[src/rtl/sleep_pkg.sv]
package sleep_pkg;
  localparam int NDOM = 6;
  localparam int NSRC = 6;

  localparam int DOM_CPU = 0;
  localparam int SRC_LVL = 0;

  typedef enum logic [1:0] {
    MD_IDLE  = 2'b00,
    MD_ADCNR = 2'b01,
    MD_PDOWN = 2'b10,
    MD_STBY  = 2'b11
  } slp_mode_e;

  typedef enum logic [1:0] {
    ST_RUN,
    ST_SLEEP,
    ST_START,
    ST_HALT
  } seq_st_e;

  // Wake sources accepted in each mode (bit order: lvl, edge, pin, adc, wdt, io)
  function automatic logic [NSRC-1:0] wake_mask(slp_mode_e m);
    case (m)
      MD_IDLE:  return 6'h3F;
      MD_ADCNR: return 6'h1D;
      default:  return 6'h15;
    endcase
  endfunction

  // Domain clocks running in each mode (bit order: cpu, flash, io, adc, pck, pll)
  function automatic logic [NDOM-1:0] dom_map(slp_mode_e m);
    case (m)
      MD_IDLE:  return 6'h3C;
      MD_ADCNR: return 6'h08;
      default:  return 6'h00;
    endcase
  endfunction
endpackage

[src/rtl/slp_wake_qual.sv]
module slp_wake_qual
  import sleep_pkg::*;
#(
  parameter int LVL_HOLD = 3
) (
  input  logic            clk,
  input  logic            rst_n,
  input  logic            sleeping,
  input  slp_mode_e       mode,
  input  logic [NSRC-1:0] irq_req,
  output logic            wake
);
  localparam int CNTW = $clog2(LVL_HOLD + 1);
  localparam logic [CNTW-1:0] LVL_LAST = CNTW'(LVL_HOLD - 1);

  logic [CNTW-1:0] cnt_q, cnt_n;
  logic            lvl_ok;
  logic [NSRC-1:0] masked;

  always_comb begin
    cnt_n = cnt_q;
    if (!sleeping || !irq_req[SRC_LVL]) cnt_n = '0;
    else if (cnt_q != LVL_LAST)         cnt_n = cnt_q + 1'b1;
  end

  always_ff @(posedge clk or negedge rst_n) begin
    if (!rst_n) cnt_q <= '0;
    else        cnt_q <= cnt_n;
  end

  always_comb begin
    lvl_ok          = irq_req[SRC_LVL] && (cnt_q == LVL_LAST);
    masked          = irq_req & wake_mask(mode);
    masked[SRC_LVL] = lvl_ok && wake_mask(mode)[SRC_LVL];
    wake            = sleeping && (|masked);
  end
endmodule

[src/rtl/slp_seq.sv]
module slp_seq
  import sleep_pkg::*;
#(
  parameter int START_CYC = 16
) (
  input  logic      clk,
  input  logic      rst_n,
  input  logic      sleep_pulse,
  input  logic      sleep_en,
  input  slp_mode_e mode_sel,
  input  logic      wake_irq,
  input  logic      rst_req,
  output seq_st_e   state,
  output slp_mode_e mode_q,
  output logic      cpu_go,
  output logic      restart
);
  localparam int HALT_CYC = 4;
  localparam int CMAX     = (START_CYC > HALT_CYC) ? START_CYC : HALT_CYC;
  localparam int CW       = $clog2(CMAX + 1);
  localparam logic [CW-1:0] ST_LOAD = CW'((START_CYC > 0) ? START_CYC - 1 : 0);
  localparam logic [CW-1:0] HT_LOAD = CW'(HALT_CYC - 1);

  seq_st_e   st_q, st_n;
  slp_mode_e md_n;
  logic [CW-1:0] cnt_q, cnt_n;
  logic      go_n, rs_n;

  always_comb begin
    st_n  = st_q;
    md_n  = mode_q;
    cnt_n = cnt_q;
    go_n  = 1'b0;
    rs_n  = restart;
    case (st_q)
      ST_RUN: begin
        if (sleep_pulse && sleep_en) begin
          st_n = ST_SLEEP;
          md_n = mode_sel;
        end
      end
      ST_SLEEP: begin
        if (rst_req || wake_irq) begin
          rs_n = rst_req;
          if (mode_q == MD_PDOWN && START_CYC > 0) begin
            st_n  = ST_START;
            cnt_n = ST_LOAD;
          end else begin
            st_n  = ST_HALT;
            cnt_n = HT_LOAD;
          end
        end
      end
      ST_START: begin
        if (cnt_q == '0) begin
          st_n  = ST_HALT;
          cnt_n = HT_LOAD;
        end else begin
          cnt_n = cnt_q - 1'b1;
        end
      end
      default: begin
        if (cnt_q == '0) begin
          st_n = ST_RUN;
          go_n = 1'b1;
        end else begin
          cnt_n = cnt_q - 1'b1;
        end
      end
    endcase
  end

  always_ff @(posedge clk or negedge rst_n) begin
    if (!rst_n) begin
      st_q    <= ST_RUN;
      mode_q  <= MD_IDLE;
      cnt_q   <= '0;
      cpu_go  <= 1'b0;
      restart <= 1'b0;
    end else begin
      st_q    <= st_n;
      mode_q  <= md_n;
      cnt_q   <= cnt_n;
      cpu_go  <= go_n;
      restart <= rs_n;
    end
  end

  assign state = st_q;
endmodule

[src/rtl/slp_clk_map.sv]
module slp_clk_map
  import sleep_pkg::*;
(
  input  seq_st_e         state,
  input  slp_mode_e       mode,
  output logic [NDOM-1:0] clk_en,
  output logic            osc_en
);
  always_comb begin
    clk_en = '1;
    osc_en = 1'b1;
    case (state)
      ST_SLEEP: begin
        clk_en = dom_map(mode);
        osc_en = (mode != MD_PDOWN);
      end
      ST_START: clk_en = '0;
      ST_HALT:  clk_en = dom_map(MD_IDLE);
      default:  clk_en = '1;
    endcase
  end
endmodule

[src/rtl/sleep_ctrl.sv]
module sleep_ctrl
  import sleep_pkg::*;
#(
  parameter int START_CYC = 16,
  parameter int LVL_HOLD  = 3
) (
  input  logic       clk,
  input  logic       rst_n,
  input  logic       sleep_en,
  input  logic [1:0] mode_sel,
  input  logic       sleep_pulse,
  input  logic [5:0] irq_req,
  input  logic       rst_req,
  output logic [5:0] clk_en,
  output logic       osc_en,
  output logic       cpu_go,
  output logic       restart,
  output logic       asleep,
  output logic [1:0] cur_mode
);
  seq_st_e   state;
  slp_mode_e mode_q;
  logic      wake_irq;
  logic      sleeping;

  assign sleeping = (state == ST_SLEEP);

  slp_wake_qual #(.LVL_HOLD(LVL_HOLD)) u_qual (
    .clk(clk), .rst_n(rst_n), .sleeping(sleeping), .mode(mode_q),
    .irq_req(irq_req), .wake(wake_irq)
  );

  slp_seq #(.START_CYC(START_CYC)) u_seq (
    .clk(clk), .rst_n(rst_n), .sleep_pulse(sleep_pulse), .sleep_en(sleep_en),
    .mode_sel(slp_mode_e'(mode_sel)), .wake_irq(wake_irq), .rst_req(rst_req),
    .state(state), .mode_q(mode_q), .cpu_go(cpu_go), .restart(restart)
  );

  slp_clk_map u_map (
    .state(state), .mode(mode_q), .clk_en(clk_en), .osc_en(osc_en)
  );

  assign asleep   = sleeping;
  assign cur_mode = mode_q;
endmodule

[config.mk]
export PLATFORM = sky130hd
export DESIGN_NAME = sleep_ctrl
export DESIGN_NICKNAME = d
export VERILOG_FILES = /design/src/rtl/sleep_pkg.sv /design/src/rtl/slp_wake_qual.sv /design/src/rtl/slp_seq.sv /design/src/rtl/slp_clk_map.sv /design/src/rtl/sleep_ctrl.sv
export SDC_FILE = /design/constraint.sdc
export NUM_CORES = 1
export LEC_CHECK = 0
export ABC_AREA = 1
export BUFFER_PORTS_ARGS = -buffer_cell sky130_fd_sc_hd__buf_2
export CORE_MARGIN = 1
export CORE_UTILIZATION = 52
export DETAILED_ROUTE_END_ITERATION = 8
export PLACE_DENSITY = 0.8
export SLEW_MARGIN = 25
export SYNTH_ARGS = -nofsm -noshare
export SYNTH_HDL_FRONTEND = slang
export SYNTH_SLANG_ARGS = --single-unit
export TNS_END_PERCENT = 1
[constraint.sdc]
create_clock -name clk -period 2.2 [get_ports clk]
set_input_delay 0.55 -clock clk [delete_from_list [all_inputs] [get_ports clk]]
set_output_delay 0.55 -clock clk [all_outputs]
set_load 0.1 [all_outputs]
; ---- Yosys cells after proc, flatten, opt, wreduce, memory -nomap -nowiden
; Index checks and enable logic that the tools add are counted.
[totals]
mem_count = 0
reg_bits = 13
ram_bits = 0
word_cells = 60
inputBits = 13
latch_bits = 0
rom_bits = 0
out_inout_bits = 12
[classes]
add_sub_neg = 2
n_mux = 19
reduce_logical = 19
multipliers = 0
div_mod_pow = 0
n_bitwise = 2
shift = 0
order_cmp = 0
n_eq_ne = 12
[op_table]
columns = op, n
row1 = case mux 6 bit (2 select lines), 2
row2 = case mux 6 bit (3 select lines), 1
row3 = 2-to-1 mux 5 bit, 3
row4 = case mux 5 bit (3 select lines), 1
row5 = 2-to-1 mux 2 bit, 6
row6 = "equality test 2 bit, second input constant", 4
row7 = AND 6 bit, 1
row8 = "inequality test 2 bit, second input constant", 3
row9 = case mux 2 bit (3 select lines), 1
row10 = OR reduction 6 bit, 1
row11 = zero test 5 bit, 1
row12 = "subtractor 5 x 1 -> 5 bit, second input constant", 1
row13 = "equality test 2 x 1 -> 1 bit, second input constant", 2
row14 = logical AND 1 bit, 4
row15 = zero test 2 bit, 2
row16 = 2-to-1 mux 1 bit, 4
row17 = 2-to-1 mux 4 bit, 1
row18 = "inequality test 2 x 1 -> 1 bit, second input constant", 2
row19 = AND reduction 2 bit, 2
row20 = AND reduction 4 bit, 1
row21 = "inequality test 3 x 2 -> 1 bit, second input constant", 1
row22 = AND reduction 3 bit, 1
row23 = nonzero test 3 bit, 1
row24 = OR reduction 3 bit, 1
row25 = other kinds (5), 7

; ---- Depth between registers and ports, before layout
; Gate-level depths: netlist of run 1.
[logic_depth]
word_depth = 8
mapped_depth = 10
mapped_depth_nobuf = 10

; ---- Cells and area by module
; A second synthesis of run 1 with hierarchy kept.
[unflattened]
cells_unflattened = 134
hier_area_um2 = 967.2
[by_module_without_submodules]
columns = mod, cells_each, area_per_inst_um2, seq_area_each_um2, instances
row1 = slp_seq, 94, 726.9, 275.3, 1
row2 = slp_wake_qual, 23, 153.9, 50.0, 1
row3 = slp_clk_map, 15, 76.3, 0.0, 1
row4 = sleep_ctrl, 2, 10.0, 0.0, 1

; ---- Worst setup path before layout of run 1
; Ideal clock, no wire load.
[synth_timing]
path_type = register to output
from = register u_seq.st_q[1] (netlist: u_seq.state[1])
to = output port clk_en[4]
stages_incl_launch_ff = 6
n_path_buf = 1
slack_ns = -2.689
t_required_ns = 1.650
arrival_time_ns = 4.339
cell_sequence = dfrtp_1 > inv_1 > ha_1 > nand2_1 > o21ai_0 > buf_4
[synth_via]
elab_chain_cells = 2
elab_cells_between_ends = 4
cone_classes = 3 x eq/ne / 1 x mux
[synth_lines]
columns = element, line
row1 = "start, declared", slp_seq.sv:24  ; seq_st_e st_q, st_n;
row2 = "start signal, assigned", slp_seq.sv:81  ; st_q <= st_n;
row3 = equality test 2 x 1 -> 1 bit, -
row4 = named net asleep, sleep_ctrl.sv:18  ; output logic asleep,
row5 = case mux 6 bit (3 select lines), slp_clk_map.sv:12  ; case (state)
row6 = "end, declared", sleep_ctrl.sv:14  ; output logic [5:0] clk_en,
; The timed path passes the listed nets, and every way through them passes these cells.

; ---- Worst setup path after layout of run 1
[layout_timing]
from = register u_seq.st_q[0] (netlist: u_seq.state[0])
to = output port clk_en[0]
[layout_via]
elab_chain_cells = 2
elab_cells_between_ends = 4
cone_classes = 3 x eq/ne / 1 x mux
[layout_lines]
columns = element, line
row1 = equality test 2 bit / equality test 2 x 1 -> 1 bit (equally long branches), slp_clk_map.sv:12
row2 = case mux 6 bit (3 select lines) *, slp_clk_map.sv:12
; Mark *: on every way between the ends. The rest lies on a longest branch, timed or not.

==> summary by stage, run 1 <==
Place
Buffers placed on the I/O ports in this run total 24. At the end of routability-driven placement, the weighted congestion stood at 0.777. After detailed placement, the design holds a cell count of 163. The detailed-placement wirelength estimate is 1500 um.

Logic synthesis
The synthesized netlist cell count is 126. The number of unique standard cell types used by synthesis is 19. Sequential elements use 36.3% of the synthesized area. After synthesis the cells add up to 897 um2.

The top cell type's share of synthesized area is 36.3%. Ranked by total cell area, the synthesized netlist is headed by sky130_fd_sc_hd__dfrtp_1, sky130_fd_sc_hd__nand2_1, sky130_fd_sc_hd__ha_1. The library cell with the largest summed area after synthesis is sky130_fd_sc_hd__dfrtp_1.

The cell with the most instances after synthesis is sky130_fd_sc_hd__nand2_1. The post-synth net total is 146. The fraction of registers with async set or reset after synthesis is 100%. After synthesis the netlist holds a flip-flop and latch count of 13. Each instance of the synthesized netlist takes up on average 7.12 um2. The count of warnings emitted by yosys is 0.

Counting instances in the post-synthesis netlist gives the leading cell types as sky130_fd_sc_hd__nand2_1, sky130_fd_sc_hd__inv_1, sky130_fd_sc_hd__dfrtp_1, sky130_fd_sc_hd__nor2_1. The most frequently used flop master after synthesis is sky130_fd_sc_hd__dfrtp_1. Yosys mapped a number of flops with a built-in enable equal to 0.

Floorplan
The chip height is 43.5 um. In this run the count of I/O pins placed on the die edge is 25. The number of rows created at floorplan is 14.

In this run the horizontal extent of the chip is 43.5 um. The initial utilization of the core area, before any placement, comes to 57.5%. After floorplanning, the core was sized to cover 0.00156 mm2. The floorplan die area is 0.00190 mm2.

Routing
The routed layout has 857 vias. The number of iterations in the first detailed-routing pass is 6. For this run, design rule violations remaining after detail routing come to 4. The wire length per cell is 11.7 um. In the routed layout, each cell is associated on average with a via count of 5.13. The count of nets left with antenna violations once routing finished came out at 0. The final routed wirelength across all metal layers is 1960 um. The number of design-rule violations left by the first detailed-router iteration is 33.

Critical path
The highest fanout seen on the critical path is 7. The data arrival time of the critical path is 1.57 ns. The critical path starts at u_seq.state[0]. Data on the critical path is required at its endpoint by 1.65 ns. The worst setup path is launched from a flip-flop. STA classifies the critical path endpoint as an output port. The startpoint identified for the worst register-to-register timing path is u_seq.cnt_q[0]. The kind of critical path is reg2out.

STA
The final number of max-transition violations came to 0. Setup repair after global routing left no endpoint under its margin. For this run, the top clock speed supported by timing is 471 MHz. The fraction of the cycle the final worst path needs is 96.5%.

The number of hold violations in the final report is 0. At the pin with the least slew margin, the transition time is 0.496 ns. The final number of setup-violating endpoints is 0. The shortest period the worst path allows is 2.12 ns. On the final layout, the worst clock skew is 0.00292 ns. The max-slew headroom at the worst pin is 67.1%.

Outcome
The run finished, with violations left. The checks that failed: DRC.

Global routing
The maximum number of pins on one net before global-route repair is 14. The most used routing layer in global routing is met2. The initial antenna violation count is 0. The total overflow left after global routing is 0.

The overall routing resource usage is 23.4%. The via count of the first global-routing pass is 822. The global routing usage on met3 is 5.42%.

The wire length of the first global-routing pass is 3320 um. The global routing usage on met2 is 39.4%. The met1 track demand over resource is 29.1%.

Cells and area
The number of nets at the end of the flow is 172. The growth of design area from synthesis to finish is 27.6%. Cells with a size suffix above 1 make up 30.5% of the layout. Once layout is complete, the utilization of the core stands at 73.4%. The number of antenna diodes in the final layout is 0.

Fill cells in the final layout number 130. The post-layout instance count excluding filler cells is 167.

CTS
The CTS H-tree depth is 1. The tree is rooted in a sky130_fd_sc_hd__clkbuf_4. The maximum buffer depth of the clock tree is 2. The buffer count from post-CTS setup fixing is 0. The clock latency on the worst-skew pair is 0.29 ns.

CTS saw 13 sinks. The clock input transition at the sequential cells of the worst setup and hold paths is 0.08 ns. TritonCTS built the clock tree. The TritonCTS buffer count is 3.

Worst hold path
The type of the most critical hold path is in2async.

Run
Max-cap violations in this run came to 0.
## layout make-up
cell class              instances  area [um2]  share of cell area (%)
inverters                      19        71.3                    6.23
clock buffers                   4        26.3                    2.30
repair buffers                 24         183                    16.0
multi-input cells              91         517                    45.1
well taps                      16        20.0                    1.75
flip-flops and latches         13         328                    28.6
## cell families (layout without fill, tap and decap cells)
family	count (synthesis)	count (layout)	share of synthesized area [%]
AO/OA/AOI/OAI	15	15	8.79
XOR/XNOR	1	1	0.976
adder cells (fa/ha/maj)	7	7	9.76
buffers and inverters	22	47	10.5
flip-flops	13	13	36.3
AND/OR/NAND/NOR	68	68	33.8
## sequential cells by signal, summed over array words and instances (netlist names)
signal / count
u_seq.cpu_go: 1
u_seq.restart: 1
u_seq.cnt_q: 5
u_seq.state: 2
u_seq.mode_q: 2
u_qual.cnt_q: 2
## layout by cell type, fill, tap and decap left out
master                      n
sky130_fd_sc_hd__nand3b_1   1
sky130_fd_sc_hd__dfrtp_1   11
sky130_fd_sc_hd__ha_2       1
sky130_fd_sc_hd__buf_2     19
sky130_fd_sc_hd__buf_12     4
sky130_fd_sc_hd__inv_1     16
sky130_fd_sc_hd__nand2_4    2
sky130_fd_sc_hd__o21ai_4    1
sky130_fd_sc_hd__nor2_2     5
sky130_fd_sc_hd__nand3_1    5
sky130_fd_sc_hd__dfrtp_2    2
sky130_fd_sc_hd__o21ai_1    3
sky130_fd_sc_hd__ha_1       5
sky130_fd_sc_hd__inv_2      3
sky130_fd_sc_hd__ha_4       1
sky130_fd_sc_hd__a21oi_1    7
sky130_fd_sc_hd__nor2_1     7
sky130_fd_sc_hd__nand3_2    2
sky130_fd_sc_hd__o21ai_0    3
sky130_fd_sc_hd__nand2_2    1
sky130_fd_sc_hd__or2_1      1
sky130_fd_sc_hd__xor2_1     1
sky130_fd_sc_hd__clkbuf_1   1
sky130_fd_sc_hd__a21oi_2    1
sky130_fd_sc_hd__nand4_1    2
sky130_fd_sc_hd__clkbuf_4   3
sky130_fd_sc_hd__buf_4      1
sky130_fd_sc_hd__nand2_1   42
## layer usage
layer | up-vias | wire (um) | part of all wire (%)
met4 | 0 | 42 | 2.1
li1 | 439 | - | -
met5 | - | 0 | 0
met2 | 24 | 951 | 49
met1 | 386 | 883 | 45
met3 | 8 | 82 | 4.2
## through the flow
stage	hold slack, ns	setup WS (ns)	setup TNS, ns	instance area, um2
finish	0.139	0.0765	0	1140
global route	0.154	0.000187	0	1140
CTS	0.151	0.0231	0	1140
detailed placement	0.457	0.275	0	1110
global placement	0.451	0.341	0	1110
floorplan	0.254	-0.233	-0.757	960
## worst max-delay path, stage by stage, from the launching register on
cell and delay, ns:
sky130_fd_sc_hd__dfrtp_2 0.46, sky130_fd_sc_hd__inv_1 0.10, sky130_fd_sc_hd__ha_2 0.27, sky130_fd_sc_hd__buf_2 0.46
## worst paths after layout
path | end | slack, ns | cells past startpoint
setup reg to reg | u_seq.state[0] | 0.71 | 7
max in group asynchronous | u_seq.state[0] | 1.81 | 1
hold / removal | u_seq.mode_q[0] | 0.14 | 1
min in group clk | u_qual.cnt_q[0] | 0.49 | 1
hold reg to reg | u_qual.cnt_q[0] | 0.49 | 1
setup / recovery | clk_en[0] | 0.08 | 3
## repair_timing
item | in CTS | in global routing
hold buffers | 0 | 0
setup endpoints to repair | 3 | 5
resized for setup | 1 | 3
hold endpoints to repair | 0 | 0
Power of run 1 is left out: the tool's default activity adds up to more than one toggle a clock period on the data nets, which glitch-free logic cannot reach.
==> inputs of run 2 (changes only) <==
--- a/config.mk
+++ b/config.mk
@@ -8,9 +8,10 @@
 export ABC_AREA = 1
 export BUFFER_PORTS_ARGS = -buffer_cell sky130_fd_sc_hd__buf_2
 export CORE_MARGIN = 1
-export CORE_UTILIZATION = 52
+export CORE_UTILIZATION = 50
 export DETAILED_ROUTE_END_ITERATION = 8
-export PLACE_DENSITY = 0.8
+export PLACE_DENSITY = 0.77
+export SETUP_SLACK_MARGIN = 0.15
 export SLEW_MARGIN = 25
 export SYNTH_ARGS = -nofsm -noshare
 export SYNTH_HDL_FRONTEND = slang
==> constraint.sdc (replaced) <==
create_clock -name clk -period 2.14 [get_ports clk]
set_input_delay 0.535 -clock clk [delete_from_list [all_inputs] [get_ports clk]]
set_output_delay 0.535 -clock clk [all_outputs]
set_load 0.1 [all_outputs]
==> run 2 against run 1 <==
Against the previous run: the flow now finishes without violations; via count is 2.8% lower; wire length shrank 5.3%; count of clock-buffer cells in the layout stayed put; critical path depth grew 2; sequential cell count did not move; cell area increased by 4.3%; sequential share of layout area fell by 1.1 points; global-route usage shrank 0.86 points; clock skew rose by 0.0030 ns; critical path type unchanged; largest cell class unchanged; highest routed layer unchanged.
==> summary by stage, run 2 (synthesis gave the netlist of run 1 again) <==
Routing
The wire length on met2 is 885 um (was 951 um). The number of design-rule violations left by the first detailed-router iteration is 18 (was 33). The post-detailed-route via-to-cell ratio is 4.71 (was 5.13). The number of design rule violations left after detail routing is 0 (was 4). The uppermost metal layer occupied by signal nets was met4 (unchanged). The routed metal-1 wire length came to 874 um (was 883 um). The number of vias in the routed layout is 833 (was 857). The number of iterations in the first detailed-routing pass is 4 (was 6).

The final routed wirelength across all metal layers came to 1860 um (was 1960 um). The met3 wire length is 78 um (was 82 um). The number of nets with antenna violations after detailed routing is 0 (unchanged).

The wire length per cell is 10.5 um (was 11.7 um).

Cells and area
The multi-input combinational cell area came to 532 um2 (was 517 um2). The most common library cell in the layout ignoring fill and taps is sky130_fd_sc_hd__nand2_1 (unchanged). The number of nets at the end of the flow is 174 (was 172). Most used cells in the layout excluding fill and tap cells: sky130_fd_sc_hd__nand2_1, sky130_fd_sc_hd__buf_2, sky130_fd_sc_hd__inv_1 (unchanged). The most flop-heavy register is u_seq.cnt_q (unchanged).

The growth of design area from synthesis to finish came to 33.1% (was 27.6%). The number of filler cells placed in the layout is 119 (was 130). The count of antenna diodes in the layout came to 0 (unchanged).

The share of cells above drive strength 1 is 32.0% (was 30.5%). The number of flip-flops under the largest register name is 5 (unchanged). The sequential cell area is 329 um2 (was 328 um2).

STA
The final clock skew came to 0.00595 ns (was 0.00292 ns). The setup slack after layout came to 0.126 ns (was 0.0765 ns). The number of hold violations in the final report was 0 (unchanged).

Unrepaired setup endpoints after global routing: yes (was no). The final number of setup-violating endpoints is 0 (unchanged). The max-slew headroom at the worst pin is 67.3% (was 67.1%).

Static timing analysis puts the maximum clock frequency at 496 MHz. The final number of max-transition violations is 0 (unchanged). The transition time of the tightest slew-check pin is 0.494 ns (was 0.496 ns). The shortest period the worst path allows is 2.01 ns. Of the available clock period, the critical path in the final layout requires 94.1%.

CTS
The clock input transition at the sequential cells of the worst setup and hold paths is 0.09 ns (was 0.08 ns). The TritonCTS buffer count is 3 (unchanged). The clock latency on the worst-skew pair was 0.28 ns (was 0.29 ns). The clock tree from TritonCTS is built (unchanged). The root cell of the clock tree is sky130_fd_sc_hd__clkbuf_4 (unchanged). The sink count of the clock tree is 13 (unchanged).

The number of hold-repair buffers added at the cts stage is 0 (unchanged). The CTS H-tree depth is 1 (unchanged). The maximum buffer depth of the clock tree is 2 (unchanged).

Place
The number of I/O port buffers is 24 (unchanged). The detailed-placement wirelength estimate was 1430 um (was 1500 um). The worst-case setup slack after placement is 0.238 ns (was 0.275 ns). The placer's final routability congestion estimate is 0.786 (was 0.777).

Critical path
The data arrival time of the critical path was 1.48 ns (was 1.57 ns). The highest fanout seen on the critical path is 6 (was 7). The element type at the critical path start is a flip-flop (unchanged). The required time of the critical path is 1.60 ns (was 1.65 ns). The endpoint class of the critical path is an output port (unchanged). The kind of critical path is reg2out (unchanged).

Floorplan
The initial core utilization is 56.3% (was 57.5%). The number of rows created at floorplan came to 14 (unchanged). The placeable core region came to 0.00159 mm2 (was 0.00156 mm2). The floorplan die area is 0.00197 mm2 (was 0.00190 mm2). The chip height is 44.4 um (was 43.5 um). The number of top-level pins is 25 (unchanged). The die width is 44.4 um (was 43.5 um).

Global routing
The overall routing resource usage is 22.5% (was 23.4%). The initial antenna violation count was 0 (unchanged). The residual overflow from global routing is 0 (unchanged). The maximum number of pins on one net before global-route repair was 14 (unchanged). The wire length of the first global-routing pass is 3280 um (was 3320 um).

The via count of the first global-routing pass was 776 (was 822).

Run
The number of max-cap violations came to 0 (unchanged).

Worst hold path
The type of the most critical hold path was in2async (unchanged).

Outcome
Status: finished, final reports clean (was finished, violations left).
-- run 2: stage by stage --
stage                     area (um2)  hold WS [ns]  cells  utilization (%)  TNS (ns)
after CTS                       1160         0.142    175             72.6         0
final                           1190         0.123    177             74.9         0
after detailed placement        1120         0.443    171             70.4         0
after global placement          1120         0.441    171             70.4         0
after floorplan                  960         0.239    126                -    -0.954
after global routing            1190         0.147    177             74.9         0
-- run 2: critical path, cell delays in order, from the launching register on --
cell,delay [ns]
sky130_fd_sc_hd__dfrtp_2,0.45
sky130_fd_sc_hd__inv_4,0.07
sky130_fd_sc_hd__ha_4,0.16
sky130_fd_sc_hd__nand2_4,0.07
sky130_fd_sc_hd__o21ai_4,0.24
sky130_fd_sc_hd__buf_12,0.21
-- run 2: final cells by class --
cell class,instances,share of cell area [%]
Tap cell,24,2.52
Timing Repair Buffer,26,17.0
Clock buffer,4,2.20
Inverter,19,6.18
Sequential cell,13,27.6
Multi-Input combinational cell,91,44.5
-- run 2: what timing repair did --
action | CTS | global route
resized for setup | 4 | 5
setup buffers | 0 | 2
endpoints found under the setup margin | 7 | 8
gates cloned | 0 | 0
pin swaps | 0 | 1
-- run 2: layer usage --
| metal | vias to the layer above | GRT usage (%) |
|---|---|---|
| met2 | 16 | 38.2 |
| met4 | 0 | 5.45 |
| met5 | - | 0 |
| met1 | 374 | 29.9 |
| li1 | 441 | - |
| met3 | 2 | 3.67 |
-- run 2: path summary, 6_finish.rpt --
check	startpoint	end	slack, ns	cells after the start
worst max-delay path	u_seq.state[1]	clk_en[5]	0.13	5
worst min-delay path	rst_n	u_seq.cnt_q[4]	0.12	1
worst max register to register	u_seq.state[0]	u_seq.cnt_q[4]	0.65	9
worst min register to register	u_qual.cnt_q[0]	u_qual.cnt_q[0]	0.47	1
max in group asynchronous	rst_n	u_seq.state[1]	1.76	1
min in group clk	u_qual.cnt_q[0]	u_qual.cnt_q[0]	0.47	1
Power of run 2 is left out for the same reason.
